File: src/rtl/swdrv_diag_pkg.sv
package swdrv_diag_pkg;

    // Registered per-channel control and diagnostic bits
    typedef struct packed {
        logic gate;
        logic trip;
        logic ol_flag;
        logic ul_flag;
    } chan_bits_t;

    // Supply fault flags
    typedef struct packed {
        logic uv;
        logic ov;
    } sup_bits_t;

endpackage

File: src/rtl/swdrv_persist_filter.sv
// Persistence filter: fires on the LEN-th qualifying tick of a continuous condition.
module swdrv_persist_filter #(
    parameter int unsigned LEN = 60
) (
    input  logic clk,
    input  logic rst_n,
    input  logic tick_i,
    input  logic cond_i,
    input  logic en_i,
    output logic fire_o
);
    localparam int unsigned CW = (LEN > 1) ? $clog2(LEN) : 1;
    localparam logic [CW-1:0] LAST = CW'(LEN - 1);

    typedef struct packed {
        logic [CW-1:0] cnt;
    } flt_st_t;

    flt_st_t st_d, st_q;

    always_comb begin
        st_d   = st_q;
        fire_o = 1'b0;
        if (!cond_i) begin
            st_d.cnt = '0;
        end else if (tick_i && en_i) begin
            if (st_q.cnt == LAST) begin
                fire_o = 1'b1;
            end else begin
                st_d.cnt = st_q.cnt + 1'b1;
            end
        end
    end

    always_ff @(posedge clk or negedge rst_n) begin
        if (!rst_n) st_q <= '0;
        else        st_q <= st_d;
    end

    // count never exceeds the window and restarts when the condition drops
    p_cnt_range_r5 : assert property (@(posedge clk) disable iff (!rst_n)
        st_q.cnt <= LAST);
    p_restart_r5 : assert property (@(posedge clk) disable iff (!rst_n)
        !cond_i |=> (st_q.cnt == '0));

endmodule

File: src/rtl/swdrv_chan.sv
// One switch channel: gating, overload latch-off, optional blanking and underload filter.
module swdrv_chan
    import swdrv_diag_pkg::*;
#(
    parameter bit          HAS_UL      = 1'b1,
    parameter int unsigned BLANK_TICKS = 80,
    parameter int unsigned UL_TICKS    = 60,
    parameter int unsigned OL_TICKS    = 60
) (
    input  logic clk,
    input  logic rst_n,
    input  logic tick_i,
    input  logic force_off_i,
    input  logic on_i,
    input  logic pwm_i,
    input  logic ol_cmp_i,
    input  logic ul_cmp_i,
    input  logic clr_ol_i,
    input  logic clr_ul_i,
    output logic gate_o,
    output logic ol_flag_o,
    output logic ul_flag_o
);
    localparam int unsigned BW = $clog2(BLANK_TICKS + 1);
    localparam logic [BW-1:0] BLANK_LD = BW'(BLANK_TICKS);

    typedef struct packed {
        chan_bits_t    f;
        logic [BW-1:0] blank;
    } chan_st_t;

    chan_st_t st_d, st_q;
    logic ol_fire;
    logic ul_fire;
    logic ul_en;
    logic gate_nx;

    assign ul_en = st_q.f.gate && (st_q.blank == '0);

    swdrv_persist_filter #(.LEN(OL_TICKS)) u_ol_flt (
        .clk    (clk),
        .rst_n  (rst_n),
        .tick_i (tick_i),
        .cond_i (ol_cmp_i),
        .en_i   (1'b1),
        .fire_o (ol_fire)
    );

    generate
        if (HAS_UL) begin : g_ul
            swdrv_persist_filter #(.LEN(UL_TICKS)) u_ul_flt (
                .clk    (clk),
                .rst_n  (rst_n),
                .tick_i (tick_i),
                .cond_i (ul_cmp_i),
                .en_i   (ul_en),
                .fire_o (ul_fire)
            );

            // an underload flag only rises from a count taken outside blanking
            p_ul_after_blank_r2 : assert property (@(posedge clk) disable iff (!rst_n)
                $rose(st_q.f.ul_flag) |-> $past(st_q.f.gate && (st_q.blank == '0)));
        end else begin : g_no_ul
            logic unused_ul;
            assign unused_ul = ul_cmp_i ^ ul_en ^ clr_ul_i;
            assign ul_fire   = 1'b0;
        end
    endgenerate

    always_comb begin
        st_d    = st_q;
        gate_nx = on_i && pwm_i && !st_q.f.trip && !ol_fire && !force_off_i;
        st_d.f.gate    = gate_nx;
        st_d.f.ol_flag = ol_fire || (st_q.f.ol_flag && !clr_ol_i);
        st_d.f.ul_flag = ul_fire || (st_q.f.ul_flag && !clr_ul_i);

        if (ol_fire) begin
            st_d.f.trip = 1'b1;
        end else if (!st_d.f.ol_flag && !on_i) begin
            st_d.f.trip = 1'b0;
        end

        if (gate_nx && !st_q.f.gate) begin
            st_d.blank = BLANK_LD;
        end else if (tick_i && (st_q.blank != '0)) begin
            st_d.blank = st_q.blank - 1'b1;
        end
    end

    always_ff @(posedge clk or negedge rst_n) begin
        if (!rst_n) st_q <= '0;
        else        st_q <= st_d;
    end

    assign gate_o    = st_q.f.gate;
    assign ol_flag_o = st_q.f.ol_flag;
    assign ul_flag_o = st_q.f.ul_flag;

    // the overload flag rises together with the gate turning off
    p_ol_gate_off_r4 : assert property (@(posedge clk) disable iff (!rst_n)
        $rose(st_q.f.ol_flag) |-> !st_q.f.gate);
    // a latched channel produces no gate in the following cycle
    p_trip_hold_r6 : assert property (@(posedge clk) disable iff (!rst_n)
        st_q.f.trip |=> !st_q.f.gate);

endmodule

File: src/rtl/swdrv_diag_top.sv
module swdrv_diag_top
    import swdrv_diag_pkg::*;
#(
    parameter int unsigned NUM_HS      = 3,
    parameter int unsigned NUM_LS      = 2,
    parameter int unsigned BLANK_TICKS = 80,
    parameter int unsigned UL_TICKS    = 60,
    parameter int unsigned OL_TICKS    = 60
) (
    input  logic                       clk,
    input  logic                       rst_n,
    input  logic                       tick_1us,
    input  logic [NUM_HS-1:0]          hs_on,
    input  logic [NUM_HS-1:0]          hs_pwm,
    input  logic [NUM_HS-1:0]          hs_ol_cmp,
    input  logic [NUM_HS-1:0]          hs_ul_cmp,
    input  logic [NUM_LS-1:0]          ls_on,
    input  logic [NUM_LS-1:0]          ls_pwm,
    input  logic [NUM_LS-1:0]          ls_ol_cmp,
    input  logic                       sup_uv_cmp,
    input  logic                       sup_ov_cmp,
    input  logic                       uvov_off_en,
    input  logic                       clr_wr,
    input  logic [2*NUM_HS+NUM_LS+1:0] clr_mask,
    output logic [NUM_HS-1:0]          hs_gate,
    output logic [NUM_LS-1:0]          ls_gate,
    output logic [NUM_HS-1:0]          hs_ol_flag,
    output logic [NUM_HS-1:0]          hs_ul_flag,
    output logic [NUM_LS-1:0]          ls_ol_flag,
    output logic                       uv_flag,
    output logic                       ov_flag
);
    localparam int unsigned IDX_HS_OL = 0;
    localparam int unsigned IDX_HS_UL = NUM_HS;
    localparam int unsigned IDX_LS_OL = 2 * NUM_HS;
    localparam int unsigned IDX_UV    = 2 * NUM_HS + NUM_LS;
    localparam int unsigned IDX_OV    = IDX_UV + 1;

    sup_bits_t sup_d, sup_q;
    logic force_off;
    logic [NUM_LS-1:0] unused_ls_ul;

    assign force_off = uvov_off_en && (sup_uv_cmp || sup_ov_cmp);

    generate
        for (genvar i = 0; i < NUM_HS; i++) begin : g_hs
            swdrv_chan #(
                .HAS_UL      (1'b1),
                .BLANK_TICKS (BLANK_TICKS),
                .UL_TICKS    (UL_TICKS),
                .OL_TICKS    (OL_TICKS)
            ) u_chan (
                .clk         (clk),
                .rst_n       (rst_n),
                .tick_i      (tick_1us),
                .force_off_i (force_off),
                .on_i        (hs_on[i]),
                .pwm_i       (hs_pwm[i]),
                .ol_cmp_i    (hs_ol_cmp[i]),
                .ul_cmp_i    (hs_ul_cmp[i]),
                .clr_ol_i    (clr_wr && clr_mask[IDX_HS_OL + i]),
                .clr_ul_i    (clr_wr && clr_mask[IDX_HS_UL + i]),
                .gate_o      (hs_gate[i]),
                .ol_flag_o   (hs_ol_flag[i]),
                .ul_flag_o   (hs_ul_flag[i])
            );
        end
        for (genvar j = 0; j < NUM_LS; j++) begin : g_ls
            swdrv_chan #(
                .HAS_UL      (1'b0),
                .BLANK_TICKS (BLANK_TICKS),
                .UL_TICKS    (UL_TICKS),
                .OL_TICKS    (OL_TICKS)
            ) u_chan (
                .clk         (clk),
                .rst_n       (rst_n),
                .tick_i      (tick_1us),
                .force_off_i (force_off),
                .on_i        (ls_on[j]),
                .pwm_i       (ls_pwm[j]),
                .ol_cmp_i    (ls_ol_cmp[j]),
                .ul_cmp_i    (1'b0),
                .clr_ol_i    (clr_wr && clr_mask[IDX_LS_OL + j]),
                .clr_ul_i    (1'b0),
                .gate_o      (ls_gate[j]),
                .ol_flag_o   (ls_ol_flag[j]),
                .ul_flag_o   (unused_ls_ul[j])
            );
        end
    endgenerate

    always_comb begin
        sup_d    = sup_q;
        sup_d.uv = sup_uv_cmp || (sup_q.uv && !(clr_wr && clr_mask[IDX_UV]));
        sup_d.ov = sup_ov_cmp || (sup_q.ov && !(clr_wr && clr_mask[IDX_OV]));
    end

    always_ff @(posedge clk or negedge rst_n) begin
        if (!rst_n) sup_q <= '0;
        else        sup_q <= sup_d;
    end

    assign uv_flag = sup_q.uv;
    assign ov_flag = sup_q.ov;

    // a gate is only on when its command and PWM were both high the cycle before
    p_gate_cmd_r1 : assert property (@(posedge clk) disable iff (!rst_n)
        ((hs_gate & ~$past(hs_on & hs_pwm)) == '0) && ((ls_gate & ~$past(ls_on & ls_pwm)) == '0));
    // an enforced supply fault removes every gate one cycle later
    p_force_gates_r8 : assert property (@(posedge clk) disable iff (!rst_n)
        (uvov_off_en && (sup_uv_cmp || sup_ov_cmp)) |=> ((hs_gate == '0) && (ls_gate == '0)));
    // supply flags persist without a matching clear
    p_uv_sticky_r7 : assert property (@(posedge clk) disable iff (!rst_n)
        (uv_flag && !(clr_wr && clr_mask[IDX_UV])) |=> uv_flag);
    p_ov_sticky_r7 : assert property (@(posedge clk) disable iff (!rst_n)
        (ov_flag && !(clr_wr && clr_mask[IDX_OV])) |=> ov_flag);

endmodule

File: config.mk
export PLATFORM = sky130hd
export DESIGN_NAME = swdrv_diag_top
export DESIGN_NICKNAME = d
export VERILOG_FILES = /design/src/rtl/swdrv_diag_pkg.sv /design/src/rtl/swdrv_persist_filter.sv /design/src/rtl/swdrv_chan.sv /design/src/rtl/swdrv_diag_top.sv
export SDC_FILE = /design/constraint.sdc
export NUM_CORES = 1
export LEC_CHECK = 0
export BUFFER_PORTS_ARGS = -buffer_cell sky130_fd_sc_hd__buf_2
export CAP_MARGIN = 20
export CORE_MARGIN = 1.5
export CORE_UTILIZATION = 56
export CTS_BUF_LIST = sky130_fd_sc_hd__clkbuf_4 sky130_fd_sc_hd__clkbuf_8
export DETAILED_ROUTE_END_ITERATION = 6
export GPL_TIMING_DRIVEN = 0
export PLACE_DENSITY_LB_ADDON = 0.08
export SLEW_MARGIN = 30
export SYNTH_ARGS = -nofsm -noshare
export SYNTH_HDL_FRONTEND = slang
export SYNTH_HIERARCHICAL = 1
export SYNTH_SLANG_ARGS = --single-unit
File: constraint.sdc
create_clock -name clk -period 2 [get_ports clk]
set_clock_uncertainty 0.1 [all_clocks]
set_input_delay 0.4 -clock clk [delete_from_list [all_inputs] [get_ports clk]]
set_output_delay 0.4 -clock clk [all_outputs]
set_load 0.005 [all_outputs]
Word level (Yosys, flattened, before mapping). Cells that the tools add are included. Widths: inputs -> output; s select.

Word-level logic and storage cells: 255. Latch bits: 0. Memories: 0. Memory bits (read-only): 0. Input port bits: 35. Output and inout bits: 15. Bits in writable memories: 0. Bits in registers: 89.

Divide/modulo/power cells: 0. Multipliers: 0. $add $sub $neg: 11. Reduce and logical (&&, ||, !) cells: 125. Magnitude comparators: 0. Mux-type cells: 64. Shifts and indexed selects: 0. Eq/ne operators: 24. Bitwise logic cells: 0.

Operators by type and width (count): $mux 6 (24); $logic_and 1x1->1 (58); $add 6x1->6 const B (8); $eq 6x6->1 const B (8); $mux 7 (6); $logic_not 1->1 (34); $mux 1 (34); $ne 2x2->1 const B (13); $logic_not 7->1 (3); $reduce_bool 7->1 (3); $sub 7x1->7 const B (3); $reduce_and 2->1 (8); $reduce_bool 2->1 (8); $logic_or 1x1->1 (11); $ne 2x1->1 const B (3).

Depth between registers and ports, before layout.
Depth after elaboration: 9. Mapped depth: 9. Gate-level depth less buffers: 8.

Modules after synthesis. Netlist, hierarchy kept.

Modules (own cells, without submodules): swdrv_persist_filter (seq. area each 150.1 µm², cells an instance 40, area an instance 377.9 µm², instances 8); swdrv_chan at g_hs[0].u_chan ... (seq. area each 275.3 µm², cells an instance 54, area an instance 548.0 µm², instances 3); swdrv_chan at g_ls[0].u_chan ... (seq. area each 100.1 µm², cells an instance 13, area an instance 165.2 µm², instances 2); swdrv_diag_top (seq. area each 50.0 µm², cells an instance 16, area an instance 143.9 µm², instances 1).

Least setup slack after synthesis. No wires, ideal clock.

Path kind: register -> register. Start: register g_hs[0].u_chan/st_q[0] (netlist bit). End: register g_hs[0].u_chan/g_ul.u_ul_flt/st_q[3] (netlist bit). Period minus slack after synthesis: 2191 ps. Data arrival time: 1968 ps. Buffers on the path: 1. Setup slack: -191 ps. Setup time: 123 ps. Stages on the path, launching flop included: 9. Data required time: 1777 ps. Cell sequence: dfrtp_1 -> inv_1 -> ha_1 -> nor4b_1 -> and3_2 -> and2_1 -> buf_2 -> nand4_1 -> mux2i_1.

Longest elaborated chain between the ends: 5.

RTL lines: from (decl) (line swdrv_chan.sv:32) `chan_st_t st_d, st_q;`; from (signal assigned) (line swdrv_chan.sv:92) `else st_q <= st_d;`; $logic_not 7->1 (line swdrv_chan.sv:38) `assign ul_en = st_q.f.gate && (st_q.blank == '0);`; $logic_and 1x1->1 (line swdrv_chan.sv:38); net g_hs[0].u_chan.ul_en (line swdrv_chan.sv:35) `logic ul_en;`; $logic_and 1x1->1 (line swdrv_persist_filter.sv:26) `end else if (tick_i && en_i) begin`; $ne 2x1->1 (no source line); $reduce_and 2->1 (no source line); to (signal assigned) (line swdrv_persist_filter.sv:37) `else st_q <= st_d;`; to (decl) (line swdrv_persist_filter.sv:19) `flt_st_t st_d, st_q;`.

The timed path passes the listed nets, and every way through them passes these cells. A chain may end at the register's enable or synchronous reset.

Worst setup path after layout. Ends and elaborated chain as after synthesis.

==> tab_implementation.tex <==
\begin{tabular}{lr}
\hline
Metric & Value \\
\hline
\multicolumn{2}{l}{\textbf{Route}} \\
\quad Total Wirelength & around 10 mm \\
\quad Residual DRC & 0 \\
\quad Average wire per standard cell & approximately 15 um \\
\quad Number of nets still failing antenna checks after routing & 0 \\
\quad First-iteration detailed-routing DRC count & 165 \\
\quad Avg Vias per Cell & roughly 5.8 \\
\quad Length of the first detailed-routing pass in iterations & 4 \\
\quad Via count & around 4,100 \\
\multicolumn{2}{l}{\textbf{Worst setup path}} \\
\quad Critical path type & reg -> reg \\
\quad Crit path launch type & flip-flop \\
\quad Slowest CP cell & sky130\_fd\_sc\_hd\_\_dfrtp\_1 \\
\quad Top fanout value on the critical path & 6 \\
\quad Arrival time reported for the critical path endpoint & approximately 2.0 ns \\
\quad Logic depth of the worst register-to-register path & 8 \\
\quad Data required time of the worst path & 2.14 ns \\
\quad Gate family responsible for the most delay along the worst path & simple AND/OR/NAND/NOR gates \\
\quad Crit path largest cell delay & between 0.3 and 0.4 ns \\
\quad Endpoint type of the worst setup path & flip-flop \\
\quad Count of buffer and inverter cells on the critical path & 2 \\
\quad Reg-to-Reg End & g\_hs[0].u\_chan/g\_ul.u\_ul\_flt/st\_q[3] \\
\quad Source of the worst register-to-register timing path & g\_hs[0].u\_chan/st\_q[0] \\
\quad Crit-path cells & inv\_1 > ha\_2 > nor4b\_4 > and3\_4 > and2\_1 > buf\_2 > nand4\_1 > mux2i\_1 \\
\quad R2R Setup Slk & a little over 0.1 ns \\
\multicolumn{2}{l}{\textbf{STA}} \\
\quad Final setup vio count & 0 \\
\quad Summed negative setup slack over all endpoints & 0 ns \\
\quad Post-route minimum period & $\sim$1.9 ns \\
\quad Final Hold Slack & 0.138 ns \\
\quad Setup repair after global routing missed its margin & false \\
\quad Number of slew-limit violations in the final report & 0 \\
\quad Fmax & 527 MHz \\
\quad Fin. Hold Viols & 0 \\
\quad Period utilisation layout & between 90\% and 100\% \\
\multicolumn{2}{l}{\textbf{Min path}} \\
\quad Min-Delay Path Class & in -> reg \\
\quad Worst hold path startpoint & sup\_uv\_cmp \\
\quad Worst Hold Path EP & uv\_flag \\
\quad Worst Hold Depth & 2 \\
\multicolumn{2}{l}{\textbf{Clock tree}} \\
\quad Maximum number of buffers from clock root to sink & 2 \\
\quad Sinks on Clock Net & about 90 \\
\quad Skew-Pair Late Insertion Delay & roughly 0.35 ns \\
\quad Number of buffers created by CTS & 9 \\
\quad Post-CTS clock slew at the launch and capture registers of the worst setup and hold paths & approximately 0.09 ns \\
\quad TritonCTS clock tree & done \\
\quad CTS H-tree lvls & 3 \\
\quad Clock root cell & sky130\_fd\_sc\_hd\_\_clkbuf\_8 \\
\multicolumn{2}{l}{\textbf{Global routing}} \\
\quad Wire length of the first global-routing pass & $\sim$18 mm \\
\quad Via count of the first global-routing pass & roughly 4,100 \\
\quad Number of antenna violations at the first check in global routing & 0 \\
\quad Pin count of the biggest net entering global routing & around 60 \\
\quad All-Layer GR Usage & 23.0\% \\
\quad Leftover overflow at the end of global routing & 0 \\
\multicolumn{2}{l}{\textbf{Job}} \\
\quad Number of maximum-capacitance violations & 0 \\
\multicolumn{2}{l}{\textbf{Pwr}} \\
\quad Power density normalized to cell area & 759 nW/um\^{}2 \\
\quad Leakage power figure & 2.69 nW \\
\quad Maximum ir drop on the vdd rail & approximately 0.00034 V \\
\quad Design Power & between 4 and 5 mW \\
\multicolumn{2}{l}{\textbf{Layout}} \\
\quad Highest-count cells in the layout ignoring fill and taps & sky130\_fd\_sc\_hd\_\_dfrtp\_1 (89), sky130\_fd\_sc\_hd\_\_nand2\_1 (76), sky130\_fd\_sc\_hd\_\_buf\_2 (55) \\
\quad Multi-input gate area & about 2800 um\^{}2 \\
\quad Final design utilization & around two thirds \\
\quad Share of post-route cells with drive strength above 1 & around a quarter \\
\quad Net count, final & between 600 and 700 \\
\quad Filler cell count in the final layout & 735 \\
\quad Area Overhead vs Synth & 15.2\% \\
\quad Seq. cell area & approximately 2200 um\^{}2 \\
\quad Antenna Cells & 0 \\
\quad Most common cell after layout, fill and taps aside & sky130\_fd\_sc\_hd\_\_dfrtp\_1 \\
\multicolumn{2}{l}{\textbf{Floorplanning}} \\
\quad Core box area & 8760 um\^{}2 \\
\quad I/O pin cnt & 50 \\
\quad Area of the die & 9640 um\^{}2 \\
\quad Die H & 98.2 um \\
\quad Total number of placement rows & 34 \\
\quad DIE WIDTH & just under 100 um \\
\quad Initial core utilization & about 58\% \\
\multicolumn{2}{l}{\textbf{Status}} \\
\quad Status & completed \\
\multicolumn{2}{l}{\textbf{Synth}} \\
\quad Synthesized instance count & $\sim$520 \\
\quad Synth warnings & 6 \\
\quad Avg Inst Size Synth & approximately 9.8 um\^{}2 \\
\quad Netlist area before placement & a little over 5000 um\^{}2 \\
\multicolumn{2}{l}{\textbf{Placement}} \\
\quad Total of buffers placed on input and output ports & 49 \\
\quad DP Wirelength & 7.28 mm \\
\quad Final weighted congestion in routability-driven placement & $\sim$0.86 \\
\hline
\end{tabular}
[how the worst max path moves through the flow]
stage | from | endpoint | slack, ns | cells past startpoint
after global routing | g_hs[1].u_chan/st_q[0] | g_hs[1].u_chan/g_ul.u_ul_flt/st_q[3] | 0.0009 | 8
after global placement | rst_n | g_ls[0].u_chan/ol_flag_o | -0.42 | 1
after detailed placement | tick_1us | g_hs[0].u_chan/st_q[1] | -0.44 | 8
after CTS | g_hs[0].u_chan/st_q[0] | g_hs[0].u_chan/g_ul.u_ul_flt/st_q[3] | 0.08 | 8
final | g_hs[0].u_chan/st_q[0] | g_hs[0].u_chan/g_ul.u_ul_flt/st_q[3] | 0.10 | 8
after floorplan | g_hs[0].u_chan/st_q[0] | g_hs[0].u_chan/g_ul.u_ul_flt/st_q[3] | 0.07 | 8
[routing by layer]
| layer | part of all wire, % | vias to the layer above | track usage [%] | routed length, um |
|---|---|---|---|---|
| li1 | - | 2052 | - | - |
| met1 | 45 | 2006 | 29.6 | 4700 |
| met2 | 49 | 64 | 39.2 | 5160 |
| met3 | 4.3 | 9 | 3.94 | 445 |
| met4 | 1.1 | 0 | 8.45 | 119 |
| met5 | 0 | - | 0 | 0 |
[flip-flops by register name, summed over array words and instances (netlist names)]
register,cells
g_ls.u_chan/gate_o,2
g_hs.u_chan/ul_flag_o,3
uv_flag,1
g_hs.u_chan/u_ol_flt/st_q,18
g_hs.u_chan/gate_o,3
g_hs.u_chan/g_ul.u_ul_flt/st_q,18
g_ls.u_chan/st_q,2
ov_flag,1
g_ls.u_chan/ol_flag_o,2
g_hs.u_chan/st_q,24
g_hs.u_chan/ol_flag_o,3
g_ls.u_chan/u_ol_flt/st_q,12
[worst reg2reg max path, delay by kind of cell (launching register included)]
kind	cells	cell delay, ns
buffers and inverters	2	0.24
flip-flops	1	0.39
adder cells (fa/ha/maj)	1	0.21
multiplexers	1	0.14
AND/OR/NAND/NOR	4	0.70
[timing repair]
item	in CTS	in global routing
endpoints found under the hold margin	31	0
setup endpoints to repair	25	11
hold buffers	1	0
setup buffers	3	1
gates resized for setup	4	11
[report_power, final]
part / switching (mW) / total (mW) / leakage [nW] / internal, mW
sequential: 0.216 / 2.22 / 1.19 / 2.00
combinational: 0.510 / 0.952 / 1.41 / 0.441
clock: 0.628 / 1.27 / 0.0957 / 0.640
total: 1.35 / 4.44 / 2.69 / 3.09
[layout make-up]
cell class / count / share of cell area (%)
multi-input cells: 404 / 47.6
well taps: 108 / 2.31
flip-flops and latches: 89 / 38.1
repair buffers: 55 / 5.50
plain buffers: 16 / 1.71
inverters: 20 / 1.28
clock inverters: 4 / 0.899
clock buffers: 12 / 2.61
[metrics by stage]
stage / instances / setup slack, ns / area, um^2
2_1_floorplan: 529 / 0.0729 / 5130
3_3_place_gp: 686 / -0.417 / 5510
3_5_place_dp: 687 / -0.443 / 5550
4_1_cts: 707 / 0.0758 / 5810
5_1_grt: 708 / 0.000863 / 5850
6_report: 708 / 0.103 / 5850
(Power assumes the default switching activity.)
